[src/rtl/wdog_locked.sv]
module wdog_locked #(
  parameter int BASE_LOG2 = 11,
  parameter int NUM_SEL   = 10,
  parameter int SEL_W     = 4,
  parameter int WIN_CYC   = 4
) (
  input  logic       clk,
  input  logic       rst_n,
  input  logic       wr_en,
  input  logic [7:0] wr_data,
  input  logic       kick,
  input  logic       tick,
  input  logic       strap_on,
  input  logic       irq_ack,
  output logic       irq,
  output logic       rst_pulse
);
  localparam int CNT_W = BASE_LOG2 + NUM_SEL;
  localparam int WIN_W = $clog2(WIN_CYC + 1);

  logic             ien_q, ren_q, flag_q, pulse_q;
  logic [SEL_W-1:0] sel_q, sel_eff;
  logic [WIN_W-1:0] win_cnt;
  logic [CNT_W-1:0] cnt, lim_m1;
  logic             rst_mode, active, unlock_wr, win_open, cfg_wr, expire;

  assign rst_mode  = ren_q | strap_on;
  assign active    = ien_q | rst_mode;
  assign unlock_wr = wr_en & wr_data[2] & wr_data[1];
  assign win_open  = win_cnt != '0;
  assign cfg_wr    = wr_en & ~unlock_wr & win_open;
  assign sel_eff   = (int'(sel_q) < NUM_SEL) ? sel_q : '0;
  assign lim_m1    = ({{(CNT_W-1){1'b0}}, 1'b1} << (BASE_LOG2 + int'(sel_eff))) - 1'b1;
  assign expire    = active & tick & ~kick & (cnt >= lim_m1);
  assign irq       = flag_q;
  assign rst_pulse = pulse_q;

  always_ff @(posedge clk or negedge rst_n) begin
    if (!rst_n) begin
      ien_q   <= 1'b0;
      ren_q   <= 1'b0;
      flag_q  <= 1'b0;
      pulse_q <= 1'b0;
      sel_q   <= '0;
      win_cnt <= '0;
      cnt     <= '0;
    end else begin
      pulse_q <= 1'b0;

      if (unlock_wr)     win_cnt <= WIN_W'(WIN_CYC);
      else if (cfg_wr)   win_cnt <= '0;
      else if (win_open) win_cnt <= win_cnt - 1'b1;

      if (wr_en) ien_q <= wr_data[0];
      if (wr_en && wr_data[1]) ren_q <= 1'b1;
      else if (cfg_wr)         ren_q <= 1'b0;
      if (cfg_wr) sel_q <= wr_data[7:4];

      if (!active || kick)    cnt <= '0;
      else if (tick)          cnt <= (cnt >= lim_m1) ? '0 : cnt + 1'b1;

      if (irq_ack) begin
        flag_q <= 1'b0;
        if (rst_mode) ien_q <= 1'b0;
      end

      if (expire) begin
        if (ien_q && !(rst_mode && flag_q)) flag_q  <= 1'b1;
        else if (rst_mode)                  pulse_q <= 1'b1;
      end
    end
  end
endmodule


[config.mk]
export PLATFORM = sky130hd
export DESIGN_NAME = wdog_locked
export DESIGN_NICKNAME = d
export VERILOG_FILES = /design/src/rtl/wdog_locked.sv
export SDC_FILE = /design/constraint.sdc
export NUM_CORES = 1
export LEC_CHECK = 0
export BUFFER_PORTS_ARGS = -buffer_cell sky130_fd_sc_hd__buf_2
export CORE_MARGIN = 5
export CORE_UTILIZATION = 30
export DETAILED_ROUTE_END_ITERATION = 8
export PLACE_DENSITY_LB_ADDON = 0.12
export SLEW_MARGIN = 20
export SYNTH_ARGS = -nofsm -noshare
export SYNTH_HDL_FRONTEND = slang
export SYNTH_SLANG_ARGS = --single-unit
[constraint.sdc]
create_clock -name clk -period 3.8 [get_ports clk]
set_input_delay 0.57 -clock clk [delete_from_list [all_inputs] [get_ports clk]]
set_output_delay 0.57 -clock clk [all_outputs]
set_load 0.05 [all_outputs]
Yosys cells after proc, flatten, opt, wreduce, memory -nomap -nowiden --
Cells that the tools add are included.
Storage, ports and cells: register bits 32, input bits 15, output and inout bits 2, word-level logic and storage cells 53
Cells by class: add/sub/neg operators 4, order comparisons 2, shift operators 1, multiplexer cells 18, bitwise logic cells 11, reductions and logical operators 10
Operators with widths (number):
- 21-bit 2-to-1 mux | 3
- 21-bit by 1-bit adder with 21-bit output, second input constant | 1
- 21-bit >= comparator | 1
- 1-bit by 5-bit << shifter with 21-bit output, first input constant | 1
- 21-bit by 1-bit subtractor with 21-bit output, second input constant | 1
- 1-bit 2-to-1 mux | 11
- 3-bit 2-to-1 mux | 3
- 1-bit bitwise AND | 7
- 3-bit nonzero test | 2
- 4-bit by 4-bit adder with 5-bit output, first input constant | 1
- 4-bit < comparator, second input constant | 1
- 4-bit 2-to-1 mux | 1
- 2-bit nonzero test | 2
- 1-bit logical AND | 3
- 3-bit by 1-bit subtractor with 3-bit output, second input constant | 1
- 1-bit zero test | 2
- 1-bit inverter | 2
- 1-bit OR | 2
- 1-bit logical OR | 1

Logic depth before layout (Yosys ltp) --
Gate-level depths: netlist of run 1.
depth after elaboration 9, mapped depth 19, depth with buffers taken out 16

Worst setup path before layout of run 1 --
No wires, ideal clock.
path type register -> register, start register sel_q[0], end register cnt[15], setup time 0.082 ns, data arrival time 3.741 ns, required time 3.718 ns, slack -0.023 ns, stages on the path, launching flop included 19, path buffers 3, clock period less this slack 3.823 ns, cells stage by stage dfrtp_1 buf_2 or2_2 buf_2 nand2_1 ha_1 o21ai_0 a22oi_1 o21ai_0 a2111oi_0 a21oi_1 ha_1 a211oi_1 o21ai_0 or2_2 o31ai_4 buf_4 nand4b_1 a31oi_1
Between the ends: cells in the longest elaborated chain, start to end 9
Ends and longest elaborated chain:
- start: declaration | line 22 | logic [SEL_W-1:0] sel_q, sel_eff;
- start signal: assignment | line 57 | if (cfg_wr) sel_q <= wr_data[7:4];
- 4-bit < comparator | line 32 | assign sel_eff = (int'(sel_q) < NUM_SEL) ? sel_q : '0;
- 4-bit 2-to-1 mux (*) | line 32
- 4-bit by 4-bit adder with 5-bit output (*) | line 33 | assign lim_m1 = ({{(CNT_W-1){1'b0}}, 1'b1} << (BASE_LOG2 + int'(sel_eff))) - 1'b1;
- 1-bit by 5-bit << shifter with 21-bit output (*) | line 33
- 21-bit by 1-bit subtractor with 21-bit output (*) | line 33
- 21-bit >= comparator (*) | line 60 | else if (tick) cnt <= (cnt >= lim_m1) ? '0 : cnt + 1'b1;
- 21-bit 2-to-1 mux (*) (2 in a row) | line 60
- 21-bit 2-to-1 mux (*) | line 59 | if (!active || kick) cnt <= '0;
- end signal: assignment | line 60
- end: declaration | line 24 | logic [CNT_W-1:0] cnt, lim_m1;
Every way passes the cells marked *; elsewhere a longest branch is shown, timed or not. The select of a mux whose other input is x is not followed. A chain may end at the register's enable or synchronous reset.

Final worst setup path of run 1 --
start register sel_q[1], end register flag_q (netlist: irq)
Between the ends: cells in the longest elaborated chain, start to end 8
Ends and longest elaborated chain:
- 4-bit < comparator | line 32
- 4-bit 2-to-1 mux (*) | line 32
- 4-bit by 4-bit adder with 5-bit output (*) | line 33
- 1-bit by 5-bit << shifter with 21-bit output (*) | line 33
- 21-bit by 1-bit subtractor with 21-bit output (*) | line 33
- 21-bit >= comparator (*) | line 34 | assign expire = active & tick & ~kick & (cnt >= lim_m1);
- 1-bit bitwise AND (*) | line 34
- 1-bit 2-to-1 mux (*) | line 67 | if (expire) begin
- end signal: assignment | line 42 | flag_q <= 1'b0;
- end signal: assignment | line 63 | flag_q <= 1'b0;
- end signal: assignment | line 68 | if (ien_q && !(rst_mode && flag_q)) flag_q <= 1'b1;
- end: declaration | line 21 | logic ien_q, ren_q, flag_q, pulse_q;
Every way passes the cells marked *; elsewhere a longest branch is shown, timed or not.

==> results of run 1 <==
[cell type report]
cell class                      instances  share of cell area, %
Sequential cell                        32                   23.6
Clock inverter                          2                   1.03
Clock buffer                            6                   2.14
Inverter                               16                   1.77
Multi-Input combinational cell        288                   57.5
Timing Repair Buffer                   46                   9.87
Tap cell                              111                   4.09
[routing by layer]
metal  share of wire, %  vias to the layer above  GRT usage, %
li1                   -                     1366             -
met1                 49                     1305          19.3
met2                 46                       42          21.4
met3                3.5                       12          2.49
met4                1.7                        0          4.16
met5                  0                        -             0
[cells in the final DEF (no fill, tap or decap), types with 2 or more instances in the layout]
cell	instances
a211oi_1	2
nor2_1	29
a21o_1	4
nand2_1	28
inv_1	16
a211oi_2	2
a32oi_1	2
buf_2	15
nor4_2	2
conb_1	6
buf_4	26
o21ai_0	17
nand2b_1	11
a21oi_1	22
buf_6	4
o21ai_2	4
o211ai_1	2
nand4_1	9
mux2i_1	6
a31oi_1	14
mux2_2	4
or2_4	2
nor2b_1	8
and3_1	3
nand3_1	34
and4_1	4
ha_1	25
clkbuf_8	5
dfrtp_1	32
a21oi_2	4
nor3_1	7
nor4_1	8
ha_4	2
xnor2_1	5
nand4b_1	2
[registers in the layout (all words and copies together), names as in the netlist]
signal and cells:
cnt 21, ien_q 1, win_cnt 3, sel_q 4, ren_q 1, rst_pulse 1
irq 1
[report_power, final]
group,switching [mW],leakage (nW),internal [mW],total (mW)
Sequential,0.0374,0.430,0.383,0.421
Clock,0.136,0.0552,0.195,0.330
Combinational,0.743,1.02,0.611,1.35
Total,0.917,1.51,1.19,2.11
[worst min-delay path by stage]
| stage | cells past startpoint | to | slack (ns) | from |
|---|---|---|---|---|
| 2_1_floorplan | 0 | cnt[0] | 0.27 | rst_n |
| 3_3_place_gp | 1 | ren_q | 0.48 | ren_q |
| 3_5_place_dp | 1 | ren_q | 0.50 | ren_q |
| 4_1_cts | 1 | cnt[11] | 0.40 | rst_n |
| 5_1_grt | 1 | cnt[11] | 0.42 | rst_n |
| 6_report | 1 | cnt[11] | 0.37 | rst_n |
[kinds of logic after synthesis]
group	count (synthesis)
compound gates	90
xor+xnor	5
fa+ha+maj	27
buf+inv	36
flops	32
mux	10
other cells	2
simple gates	150
[timing repair]
item                       CTS  global route
hold buffers                 0             0
resized for setup           16            16
pin swaps                    5            16
setup buffers                5             6
gates cloned                 1             0
setup endpoints to repair   20            22
[critical path, stage by stage (launching register included)]
cell     delay [ns]
dfrtp_1        0.42
o21ai_2        0.21
nand2_4        0.09
ha_4           0.29
inv_1          0.08
nor4_2         0.25
a21oi_2        0.06
nand2_1        0.09
nor2_1         0.04
o32a_1         0.39
ha_4           0.30
nand2_1        0.06
o21ai_2        0.18
buf_4          0.15
a21o_1         0.14
o31ai_4        0.10
buf_6          0.14
buf_4          0.15
buf_4          0.13
o32ai_1        0.26
[metrics by stage]
step / setup WS (ns) / setup TNS [ns]
final: 0.166 / 0
after global routing: -0.0199 / -0.107
after CTS: 0.0163 / 0
after detailed placement: -0.0818 / -0.924
after global placement: -0.0526 / -0.443
after floorplan: 0.0112 / 0
==> flow_summary.ini, run 1 <==
[status]
status = complete, no violations

[synth]
synth.yosys.seq_area_share_pct = 28.8
ys.flop_type = dfrtp_1
synthAdderAreaFrac_pct = 12.1
synthCells = 352
synth_xor_area_share_pct = 1.57
synthTopCellsByCount = nand3_1, dfrtp_1, nand2_1, nor2_1, ha_1
avgSynthCellArea_sq_um = 7.91
synth_top_family_by_area = simple AND/OR/NAND/NOR gates
synthSimpleGateAreaFrac_pct = 27.2
synthesis.area_sq_um = 2780
synth_edf_count = 0
synth_most_common_cell = nand3_1
ys_warn_count = 0
synthMuxAreaShare_pct = 3.78
synth.distinct_cells = 47
synth_compound_area_share_pct = 20.9
yosys-top-cells-area = dfrtp_1, ha_1, nand3_1, a21oi_1, o21ai_0
synth_top_area_share_pct = 28.8
synth-seq-cells = 32
synth_top_cell_by_area = dfrtp_1
synthArstFlopShare_pct = 100

[layout]
final_area_sq_um = 3400
area_delta_synth_final_pct = 22.1
post-route-util_pct = 37.1
regArea_sq_um = 801
antennaDiodeCount = 0
drive_gt1_share_pct = 20.5
num-fill-cells = 968
layout.nets = 431
final_cells = 501
multi_input_area_sq_um = 1960

[placed_design]
numPortBuffers = 15
placed_area_sq_um = 3070
dp_hpwl_um = 5350
place_inst = 481
place_congestion = 0.839

[detailed_routing]
drtPass1Iterations = 4
routed_wl_um = 7630
wl_per_cell_um = 15.2
viasPerCell = 5.44
ant_nets = 0
drc = 0
drt_iter0_drc = 88
vias = 2725

[cts]
tritoncts = yes
cts-buffers-inserted = 5
clk_path_buf_depth = 2
root_buffer = clkbuf_8
cts-htree-levels = 2
clock_latency_ns = 0.29
cts.sinks = 32
path_clk_slew_ns = 0.07

[sta]
setup_viol_count_final = 0
period_share_pct = 95.6
clock_skew_ns = 0.00599
timing.fmax_ghz = 0.275
hold_violations = 0
holdWs_ns = 0.371
worst_pin_slew_ns = 0.794
finalCriticalPeriod_ns = 3.63
rsz0062_at_grt = true
slew_violations = 0
maxSlewHeadroom_pct = 47.0

[critical_path]
reg2reg_from = sel_q[1]
critPathMaxFanout = 6
r2r_end = irq
startpoint_type = flop
end_kind = flop
cp.arrival_ns = 3.82
r2r_cells = 19
required_ns = 3.99
cp-startpoint = sel_q[1]
r2r_setup_slack_ns = 0.17
crit_end = irq
crit_type = reg2reg

[run]
drv_cap = 0

[floorplanning]
die_w_um = 106
die_y_um = 106
io_pins = 17
dieArea_sq_um = 11300
core_sq_um = 9150
start_util_pct = 30.4
rows = 35

[global_routing]
grt_pass1_wl_um = 12700
grtUsageTotal_pct = 13.7
grt_pass1_vias = 2569
antenna_found_initial = 0
overflow = 0
grt_max_degree = 46

[power_and_ir_drop]
p_per_area_nw_per_um2 = 620
irDropWorstVdd_mv = 0.268
p_total_mw = 2.11
p_leak_nw = 1.51

[hold_path]
hp-class = in2async
Note: power is estimated with default switching activity, not from simulation.
==> run 2, diff against run 1 <==
- SETUP_SLACK_MARGIN: unset -> 0.4
==> flow_summary.ini, run 2 (same netlist as run 1, synthesis figures left out) <==
[floorplanning]
die_w_um = 106
io_pins = 17
die_y_um = 106
dieArea_sq_um = 11300
start_util_pct = 30.4
rows = 35
core_sq_um = 9150

[cts]
cts.sinks = 32
cts_hold_buf = 0
cts-htree-levels = 2
path_clk_slew_ns = 0.07
clock_latency_ns = 0.29
tritoncts = yes
clk_path_buf_depth = 2
cts-buffers-inserted = 5
root_buffer = clkbuf_8

[sta]
finalCriticalPeriod_ns = 3.49
setup_viol_count_final = 0
slew_violations = 0
clock_skew_ns = 0.00822
maxSlewHeadroom_pct = 47.2
period_share_pct = 91.9
hold_violations = 0
final.setup.tns_ns = 0
rsz0062_at_grt = true
worst_pin_slew_ns = 0.791
timing.fmax_ghz = 0.286

[placed_design]
place_congestion = 0.775
dp_hpwl_um = 5210
place_inst = 472
numPortBuffers = 15

[hold_path]
hp-class = in2async

[layout]
largest_reg_flops = 21
multi_input_area_sq_um = 2060
area_delta_synth_final_pct = 24.9
layout_commonest_cell = dfrtp_1
regArea_sq_um = 802
final_cells = 498
drive_gt1_share_pct = 24.0
antennaDiodeCount = 0
regMostFlops = cnt
layout.nets = 429
num-fill-cells = 924
layout_common_cells = dfrtp_1, nor2_1, nand2_1, nand3_1, ha_1
top_regs = cnt x21, sel_q x4, win_cnt x3

[global_routing]
grt_pass1_vias = 2652
overflow = 0
grtUsageTotal_pct = 14.0
grt_pass1_wl_um = 13000
grt_max_degree = 46
antenna_found_initial = 0

[detailed_routing]
drc = 0
drtPass1Iterations = 5
wl_per_cell_um = 15.4
vias = 2677
viasPerCell = 5.38
ant_nets = 0
routed_wl_um = 7690
drt_iter0_drc = 74

[critical_path]
end_kind = flop
crit_type = reg2reg
required_ns = 4.01
startpoint_type = flop
critPathMaxFanout = 7
cp.arrival_ns = 3.70

[status]
status = complete, no violations

[run]
drv_cap = 0

[power_and_ir_drop]
p_leak_nw = 1.51
p_per_area_nw_per_um2 = 626
irDropWorstVdd_mv = 0.223
## run 2: cell count changes in the layout (fill, tap and decap cells not counted), sizes merged
cell,change
clkinv,-1
buf,-2
clkbuf,+1
bufinv,-1
## run 2: per-stage QoR
stage | utilization (%) | hold WS (ns) | setup WS (ns) | instance area, sq um | power [mW]
2_1_floorplan | - | 0.274 | 0.401 | 2910 | 1.33
3_3_place_gp | 33.5 | 0.481 | 0.0811 | 3060 | 1.57
3_5_place_dp | 33.5 | 0.487 | 0.139 | 3060 | 1.55
4_1_cts | 37.0 | 0.392 | 0.325 | 3380 | 2.11
5_1_grt | 38.0 | 0.424 | 0.152 | 3480 | 2.35
6_report | 38.0 | 0.359 | 0.308 | 3480 | 2.17
## run 2: worst max-delay path, cell delays in order (launching register included)
cell     delay, ns
dfrtp_2       0.44
o21ai_4       0.18
nand2_4       0.07
ha_4          0.30
inv_4         0.05
a21o_1        0.19
a21oi_4       0.19
nand2_2       0.09
a21oi_1       0.17
xnor2_1       0.15
ha_1          0.26
o21ai_1       0.11
o21ai_1       0.12
or2_4         0.27
o31ai_4       0.25
buf_6         0.16
buf_8         0.14
nand3_2       0.07
a31oi_1       0.19
## run 2: repair_timing
item,CTS,global route
buffers inserted,12,5
gates cloned,2,0
gates resized for setup,27,12
pin swaps,31,19
endpoints found under the setup margin,22,23
## run 2: worst paths after layout
check,endpoint,start,slack [ns],cells after the start
max,cnt[4],sel_q[2],0.31,18
min,cnt[3],rst_n,0.36,1
min reg2reg,ren_q,ren_q,0.50,1
max in group asynchronous,sel_q[2],rst_n,2.88,1
min in group clk,ren_q,ren_q,0.50,1
max reg2reg,cnt[4],sel_q[2],0.31,18
## run 2: area by class of cell
type                       count  share of cell area [%]
multi-input combinational    288                    59.3
inverter                      16                    1.80
tap                          111                    4.00
clock buffer                   7                    2.77
sequential                    32                    23.1
timing repair buffer          44                    9.07
## run 2: where the power goes
group / internal, mW / total (mW) / switching, mW
clock: 0.161 / 0.290 / 0.129
sequential: 0.385 / 0.425 / 0.0402
combinational: 0.650 / 1.46 / 0.809
## run 2: per-layer routing
layer	up-vias	track usage (%)	part of all wire, %
li1	1360	-	-
met1	1268	19.6	50
met2	41	22.4	46
met3	8	1.64	2.3
met4	0	4.35	1.5
met5	-	0	0
